[src/rtl/radix4_mult.sv]
module radix4_mult #(
  parameter int N  = 35,
  parameter int CW = 6
) (
  input  logic          clk,
  input  logic          rst_n,
  input  logic          start,
  input  logic [1:0]    mode,
  input  logic [CW-1:0] count_in,
  input  logic          md_sign,
  input  logic [N-1:0]  md_mag,
  input  logic          mr_sign,
  input  logic [N-1:0]  mr_mag,
  output logic          busy,
  output logic          done,
  output logic          acc_sign,
  output logic [1:0]    acc_qp,
  output logic [N-1:0]  acc_mag,
  output logic          mq_sign,
  output logic [N-1:0]  mq_mag
);
  localparam int AW = N + 3;
  localparam logic [CW-1:0] FULL = CW'(N);
  localparam logic signed [AW-1:0] ONE = AW'(1);

  typedef enum logic [2:0] {S_IDLE, S_RUN, S_FIX, S_RND, S_DONE} st_t;

  st_t                   st;
  logic [N-1:0]          sr, mq;
  logic signed [AW-1:0]  ac;
  logic [CW-1:0]         cnt;
  logic                  strb, rnd, psign;

  logic                  last1;
  logic [2:0]            dig;
  logic signed [AW-1:0]  mx, addend, sum;
  logic                  nstr;
  logic                  in_run, in_fix, ac_neg;

  assign last1 = (cnt == CW'(1));
  assign dig   = last1 ? ({2'b0, mq[0]} + {2'b0, strb})
                       : ({1'b0, mq[1:0]} + {2'b0, strb});
  assign mx    = {3'b000, sr};

  always_comb begin
    addend = '0;
    nstr   = 1'b0;
    case (dig)
      3'd1: addend = mx;
      3'd2: if (last1) nstr = 1'b1;
            else       addend = mx <<< 1;
      3'd3: begin addend = -mx; nstr = 1'b1; end
      3'd4: nstr = 1'b1;
      default: ;
    endcase
  end

  assign sum = ac + addend;

  always_ff @(posedge clk or negedge rst_n) begin
    if (!rst_n) begin
      st    <= S_IDLE;
      sr    <= '0;
      mq    <= '0;
      ac    <= '0;
      cnt   <= '0;
      strb  <= 1'b0;
      rnd   <= 1'b0;
      psign <= 1'b0;
    end else begin
      case (st)
        S_IDLE: if (start) begin
          sr    <= md_mag;
          mq    <= mr_mag;
          ac    <= '0;
          strb  <= 1'b0;
          rnd   <= mode[0];
          psign <= md_sign ^ mr_sign;
          cnt   <= (mode[1] && count_in <= FULL) ? count_in : FULL;
          st    <= S_RUN;
        end
        S_RUN: begin
          if (cnt == '0) begin
            st <= S_FIX;
          end else if (last1) begin
            ac   <= sum >>> 1;
            mq   <= {sum[0], mq[N-1:1]};
            strb <= nstr;
            cnt  <= '0;
          end else begin
            ac   <= sum >>> 2;
            mq   <= {sum[1:0], mq[N-1:2]};
            strb <= nstr;
            cnt  <= cnt - CW'(2);
          end
        end
        S_FIX: begin
          if (strb) ac <= ac + mx;
          strb <= 1'b0;
          st   <= rnd ? S_RND : S_DONE;
        end
        S_RND: begin
          if (mq[N-1]) ac <= ac + ONE;
          st <= S_DONE;
        end
        default: st <= S_IDLE;
      endcase
    end
  end

  assign busy     = (st != S_IDLE);
  assign done     = (st == S_DONE);
  assign acc_sign = psign;
  assign mq_sign  = psign;
  assign acc_qp   = ac[N+1:N];
  assign acc_mag  = ac[N-1:0];
  assign mq_mag   = mq;
  assign in_run   = (st == S_RUN);
  assign in_fix   = (st == S_FIX);
  assign ac_neg   = ac[AW-1];
endmodule

[config.mk]
export PLATFORM = sky130hd
export DESIGN_NAME = radix4_mult
export DESIGN_NICKNAME = d
export VERILOG_FILES = /design/src/rtl/radix4_mult.sv
export SDC_FILE = /design/constraint.sdc
export NUM_CORES = 1
export LEC_CHECK = 0
export BUFFER_PORTS_ARGS = -buffer_cell sky130_fd_sc_hd__buf_2
export CAP_MARGIN = 20
export CORE_AREA = 2 2 149 151
export CTS_CLUSTER_DIAMETER = 60
export DETAILED_ROUTE_END_ITERATION = 16
export DIE_AREA = 0 0 151 153
export PLACE_DENSITY = 0.77
export SLEW_MARGIN = 20
export SYNTH_ARGS = -nofsm -noshare
export SYNTH_HDL_FRONTEND = slang
export SYNTH_SLANG_ARGS = --single-unit
[constraint.sdc]
create_clock -name clk -period 6.8 [get_ports clk]
set_input_delay 2.04 -clock clk [delete_from_list [all_inputs] [get_ports clk]]
set_output_delay 2.04 -clock clk [all_outputs]
set_load 0.05 [all_outputs]
Yosys cells after proc, flatten, opt, wreduce, memory -nomap -nowiden. Cells that the tools add are included.

Register bits: 120. Input port bits: 83. Output and inout bits: 76. Logic and storage cells: 71.

Add/sub/neg operators: 7. Order comparisons: 1. Eq/ne operators: 14. Muxes and demuxes: 27. Bitwise operators: 1. Reduce and logical (&&, ||, !) cells: 13.

Operator list (count): two-way mux 38 bit (4); one-hot mux 38 bit (4 select lines) (1); one-hot mux 38 bit (3 select lines) (1); two-way mux 35 bit (3); two-way mux 36 bit (2); one-hot mux 35 bit (2 select lines) (1); adder 38 x 2 -> 38 bit, second input constant (1); adder 38 x 36 -> 38 bit (1); adder 38 bit (1); negation 35 -> 38 bit (1); two-way mux 6 bit (4); equality test 3 x 2 -> 1 bit, second input constant (4); two-way mux 3 bit (4); one-hot mux 3 bit (4 select lines) (1); one-hot mux 6 bit (2 select lines) (1); != test 2 bit, second input constant (4); equality test 3 x 1 -> 1 bit, second input constant (2); equality test 3 bit, second input constant (2); equality test 6 x 1 -> 1 bit, second input constant (1); <= comparator 6 bit, second input constant (1); zero test 6 bit (1); AND reduction 3 bit (2); nonzero test 3 bit (2); subtractor 6 x 2 -> 6 bit, second input constant (1); other kinds (14) (17).

Logic depth before layout (Yosys ltp).
Depth in word-level cells: 8. Depth in mapped cells: 21. Gate-level depth less buffers: 20.

Worst setup path before layout. OpenSTA, ideal clock, no wires.

Path type: register to register. From: reg sr[2]. To: reg ac[35]. Library setup time: 0.104 ns. Arrival: 4.629 ns. Data required time: 6.696 ns. Setup slack: 2.067 ns. Cell stages (with the launch flop): 20. Buffers on the path: 2. Period minus slack after synthesis: 4.733 ns. Cells stage by stage: dfrtp_1 -> buf_6 -> nor4_4 -> nand4_1 -> or3_1 -> buf_2 -> or2_2 -> or3_1 -> or3_1 -> nand2_1 -> nor2_1 -> a221o_1 -> ha_1 -> nand4_1 -> or3_1 -> or3_1 -> o21ai_0 -> a221oi_1 -> xnor2_1 -> o311ai_1.

Word-level cells in the longest chain between the ends: 6. Elaborated cells between the ends (all ways): 9. Classes of those cells: add/sub (3); mux (6).

RTL lines: start, declared (line 29) `logic [N-1:0] sr, mq;`; start signal, assigned (line 73) `sr <= md_mag;`; negation 35 -> 38 bit / two-way mux 36 bit (equally long branches) (line 52, 50); one-hot mux 38 bit (3 select lines) (line 48) `case (dig)`; adder 38 bit (line 58) `assign sum = ac + addend;`; two-way mux 36 bit (line 85) `end else if (last1) begin`; two-way mux 38 bit (line 83) `if (cnt == '0) begin`; one-hot mux 38 bit (4 select lines) (*) (line 71) `case (st)`; end signal, assigned (line 86) `ac <= sum >>> 1;`; end signal, assigned (line 91) `ac <= sum >>> 2;`; end signal, assigned (line 98) `if (strb) ac <= ac + mx;`; end, declared (line 30) `logic signed [AW-1:0] ac;`.

Every way passes the cells marked *; elsewhere a longest branch is shown, timed or not. The select of a mux whose other input is x is not followed. A chain may end at the register's enable or synchronous reset.

Worst setup path in the final report.
From: reg cnt[1]. To: reg ac[34].

Word-level cells in the longest chain between the ends: 8. Elaborated cells between the ends (all ways): 14. Classes of those cells: add/sub (1); eq/ne (5); mux (6); reduce/logical (2).

RTL lines: start, declared (line 31) `logic [CW-1:0] cnt;`; start signal, assigned (line 79) `cnt <= (mode[1] && count_in <= FULL) ? count_in : FULL;`; start signal, assigned (line 94) `cnt <= cnt - CW'(2);`; equality test 6 x 1 -> 1 bit (line 40) `assign last1 = (cnt == CW'(1));`; two-way mux 3 bit (line 41) `assign dig = last1 ? ({2'b0, mq[0]} + {2'b0, strb})`; equality test 3 x 2 -> 1 bit / equality test 3 x 1 -> 1 bit (equally long branches) (line 48); one-hot mux 38 bit (3 select lines) (line 48); adder 38 bit (line 58); two-way mux 36 bit (line 85); two-way mux 38 bit (line 83); one-hot mux 38 bit (4 select lines) (line 71).

Parallel ways exist; a longest one is shown, timed or not. The select of a mux whose other input is x is not followed.

==> impl_metrics.toml <==
[setup_path]
r2r-start = "cnt[1]"
critPathMaxFanout = 46
arrival_ns = 6.11
rrSetupSlack_ns = 1.01
r2r_cells = 17
worstPathRequired_ns = 7.12
endpoint_kind = "flop"
startpoint_type = "flop"
reg2reg_to = "ac[34]"
worstSetupPathType = "flop to flop"

[floorplanning]
rows = 54
die_y_um = 153
ioPinCount = 159
start_util_pct = 53.99
die_area_mm2 = 0.02310
die_w_um = 151
core_area_mm2 = 0.02149

[timing]
finalMaxSlewViolations = 0
max_freq_mhz = 172.7
tightestPinTransition_ns = 0.9995
rsz0062_at_grt = "false"
clock_skew_ns = 0.01425
fin_crit_sh_pct = 85.14
final.setup.tns_ns = 0
slew_headroom_pct = 33.37
finalHoldViolCount = 0
period_needed_ns = 5.789
setup_viol = 0
setup_slack_ns = 1.011

[layout]
finish.utilization_pct = 59.77
syn2layout_area_growth_pct = 10.70
nets = 1767
antenna_cells = 0
drive_gt1_share_pct = 15.94

[cts]
root_buffer = "clkbuf_16"
post_cts_resized = 0
clk_latency_ns = 0.43
clkSlewWorstSetupHoldPaths_ns = 0.07
h-tree-depth = 4
cts_hold_buf = 0
clockBufferDepth = 2
cts_post_setup_buffers_inserted = 0
cts_tree = "yes"
cts_sinks = 120
cts_made_buffers = 17

[grt]
first_global_vias = 11015
grt_pass1_wl_um = 58580
overflow = 0
antenna_found_initial = 1
track_usage_pct = 32.12
grt_max_degree = 81

[min_path]
hp-class = "flop to flop"
min_to = "mq_mag[9]"
min_path_cells = 2
min-delay-start = "mq_mag[9]"

[logic_synthesis]
synth_most_common_cell = "nand2_1"
synth_edf_count = 0
synth_seq_area_share_pct = 25.89
synth.avg_cell_area_um2 = 7.562
syn_inst = 1534
yosys.area.top_type = "dfrtp_1"
synthArstFlopShare_pct = 100.0
ys.flop_type = "dfrtp_1"
synthesis.area_mm2 = 0.01160
synth_top_cell_area_share_pct = 25.89
synthTopCellsByArea = "dfrtp_1 (26%), ha_1 (8.2%), nand2_1 (7.7%)"
yosys_warnings = 0
synth_top_cells_by_count = "nand2_1 (238), a21oi_1 (166), o21ai_0 (143), dfrtp_1 (120), nor2_1 (115)"
ys_seq_elements = 120
synth_nets = 1695
synth.distinct_cells = 65

[detailed_routing]
first_iter_violations = 1335
via_count = 12074
wire_per_inst_um = 19.55
antenna_left = 0
route.detailed.drc = 0
wirelength_um = 37120
viasPerCell = 6.358
dr.pass1.iters = 6

[placement]
pre_cts_slack_ns = 1.235
portBuffers = 158
dp_hpwl_um = 27600
gp_congestion = 0.9789

[run]
cap_violations = 0

[outcome]
outcome = "finished clean"
-- critical path: stages, from the launching register on --
cell      delay, ns
dfrtp_1        0.39
nor4_1         0.46
nor2b_1        0.28
and2_2         0.19
buf_4          0.47
nor3_2         0.09
buf_4          0.26
a222oi_1       0.52
fa_1           0.30
nand2b_1       0.14
a21oi_1        0.12
o21ai_0        0.38
o21ai_0        0.32
a211oi_1       0.80
nor3_1         0.26
or3_1          0.40
a32oi_1        0.20
a21oi_1        0.08
-- sequential cells by signal, summed over array words and instances, names as in the netlist --
register / count
acc_sign: 1
rnd: 1
cnt: 6
ac: 38
strb: 1
mq_mag: 35
st: 3
sr: 35
-- area by class of cell --
type	count	area (um^2)
clock inverter	14	115.1
multi-input combinational	1264	7905
inverter	28	105.1
tap	280	350.3
clock buffer	18	429.2
fill	1976	8645
timing repair buffer	175	933.4
sequential	120	3003
-- per-layer routing --
metal  share of wire, %  wire length, um  track usage, %  vias up
met3                 11             4215           8.269       77
li1                   -                -               -     5707
met4                3.1             1140           11.57        2
met1                 43            16020           45.81     5594
met2                 42            15720           46.90      694
met5              0.035               13               0        -
-- stage by stage --
stage,cells,hold WS (ns),cell area [um^2]
2_1_floorplan,1534,0.4953,11600
3_3_place_gp,1866,0.5019,12280
3_5_place_dp,1866,0.5229,12280
4_1_cts,1898,0.5381,12820
5_1_grt,1899,0.5635,12840
6_report,1899,0.5357,12840
-- placed cells by master, fill, tap and decap left out, types with 19 or more instances in the layout --
cell type and n:
a21o_1 37, a21oi_1 166, a221o_1 28, and2_1 40, buf_2 157, dfrtp_1 120
ha_1 76, inv_1 28, mux2_2 34, nand2_1 237, nand3_1 27, nor2_1 114
nor3_1 33, o21a_1 19, o21ai_0 143, or3_1 20, xnor2_1 35, xor2_1 31
-- worst max path at each step --
stage	endpoint	start	slack [ns]
2_1_floorplan	ac[35]	sr[2]	2.07
3_3_place_gp	ac[34]	cnt[1]	1.39
3_5_place_dp	ac[34]	cnt[1]	1.24
4_1_cts	ac[34]	cnt[1]	1.22
5_1_grt	ac[32]	cnt[1]	0.68
6_report	ac[34]	cnt[1]	1.01
-- logic make-up (layout without fill, tap and decap cells) --
| kind of cell | count (synthesis) | in the layout | synth area share, % |
|---|---|---|---|
| AND/OR/NAND/NOR | 554 | 554 | 22.13 |
| XOR/XNOR | 66 | 66 | 4.983 |
| flip-flops | 120 | 120 | 25.89 |
| multiplexers | 42 | 42 | 3.991 |
| adder cells (fa/ha/maj) | 78 | 78 | 8.543 |
| buffers and inverters | 150 | 235 | 6.180 |
| AO/OA/AOI/OAI | 524 | 524 | 28.28 |
Power is left out: the tool's default activity adds up to more than one toggle a clock period on the data nets, which glitch-free logic cannot reach.
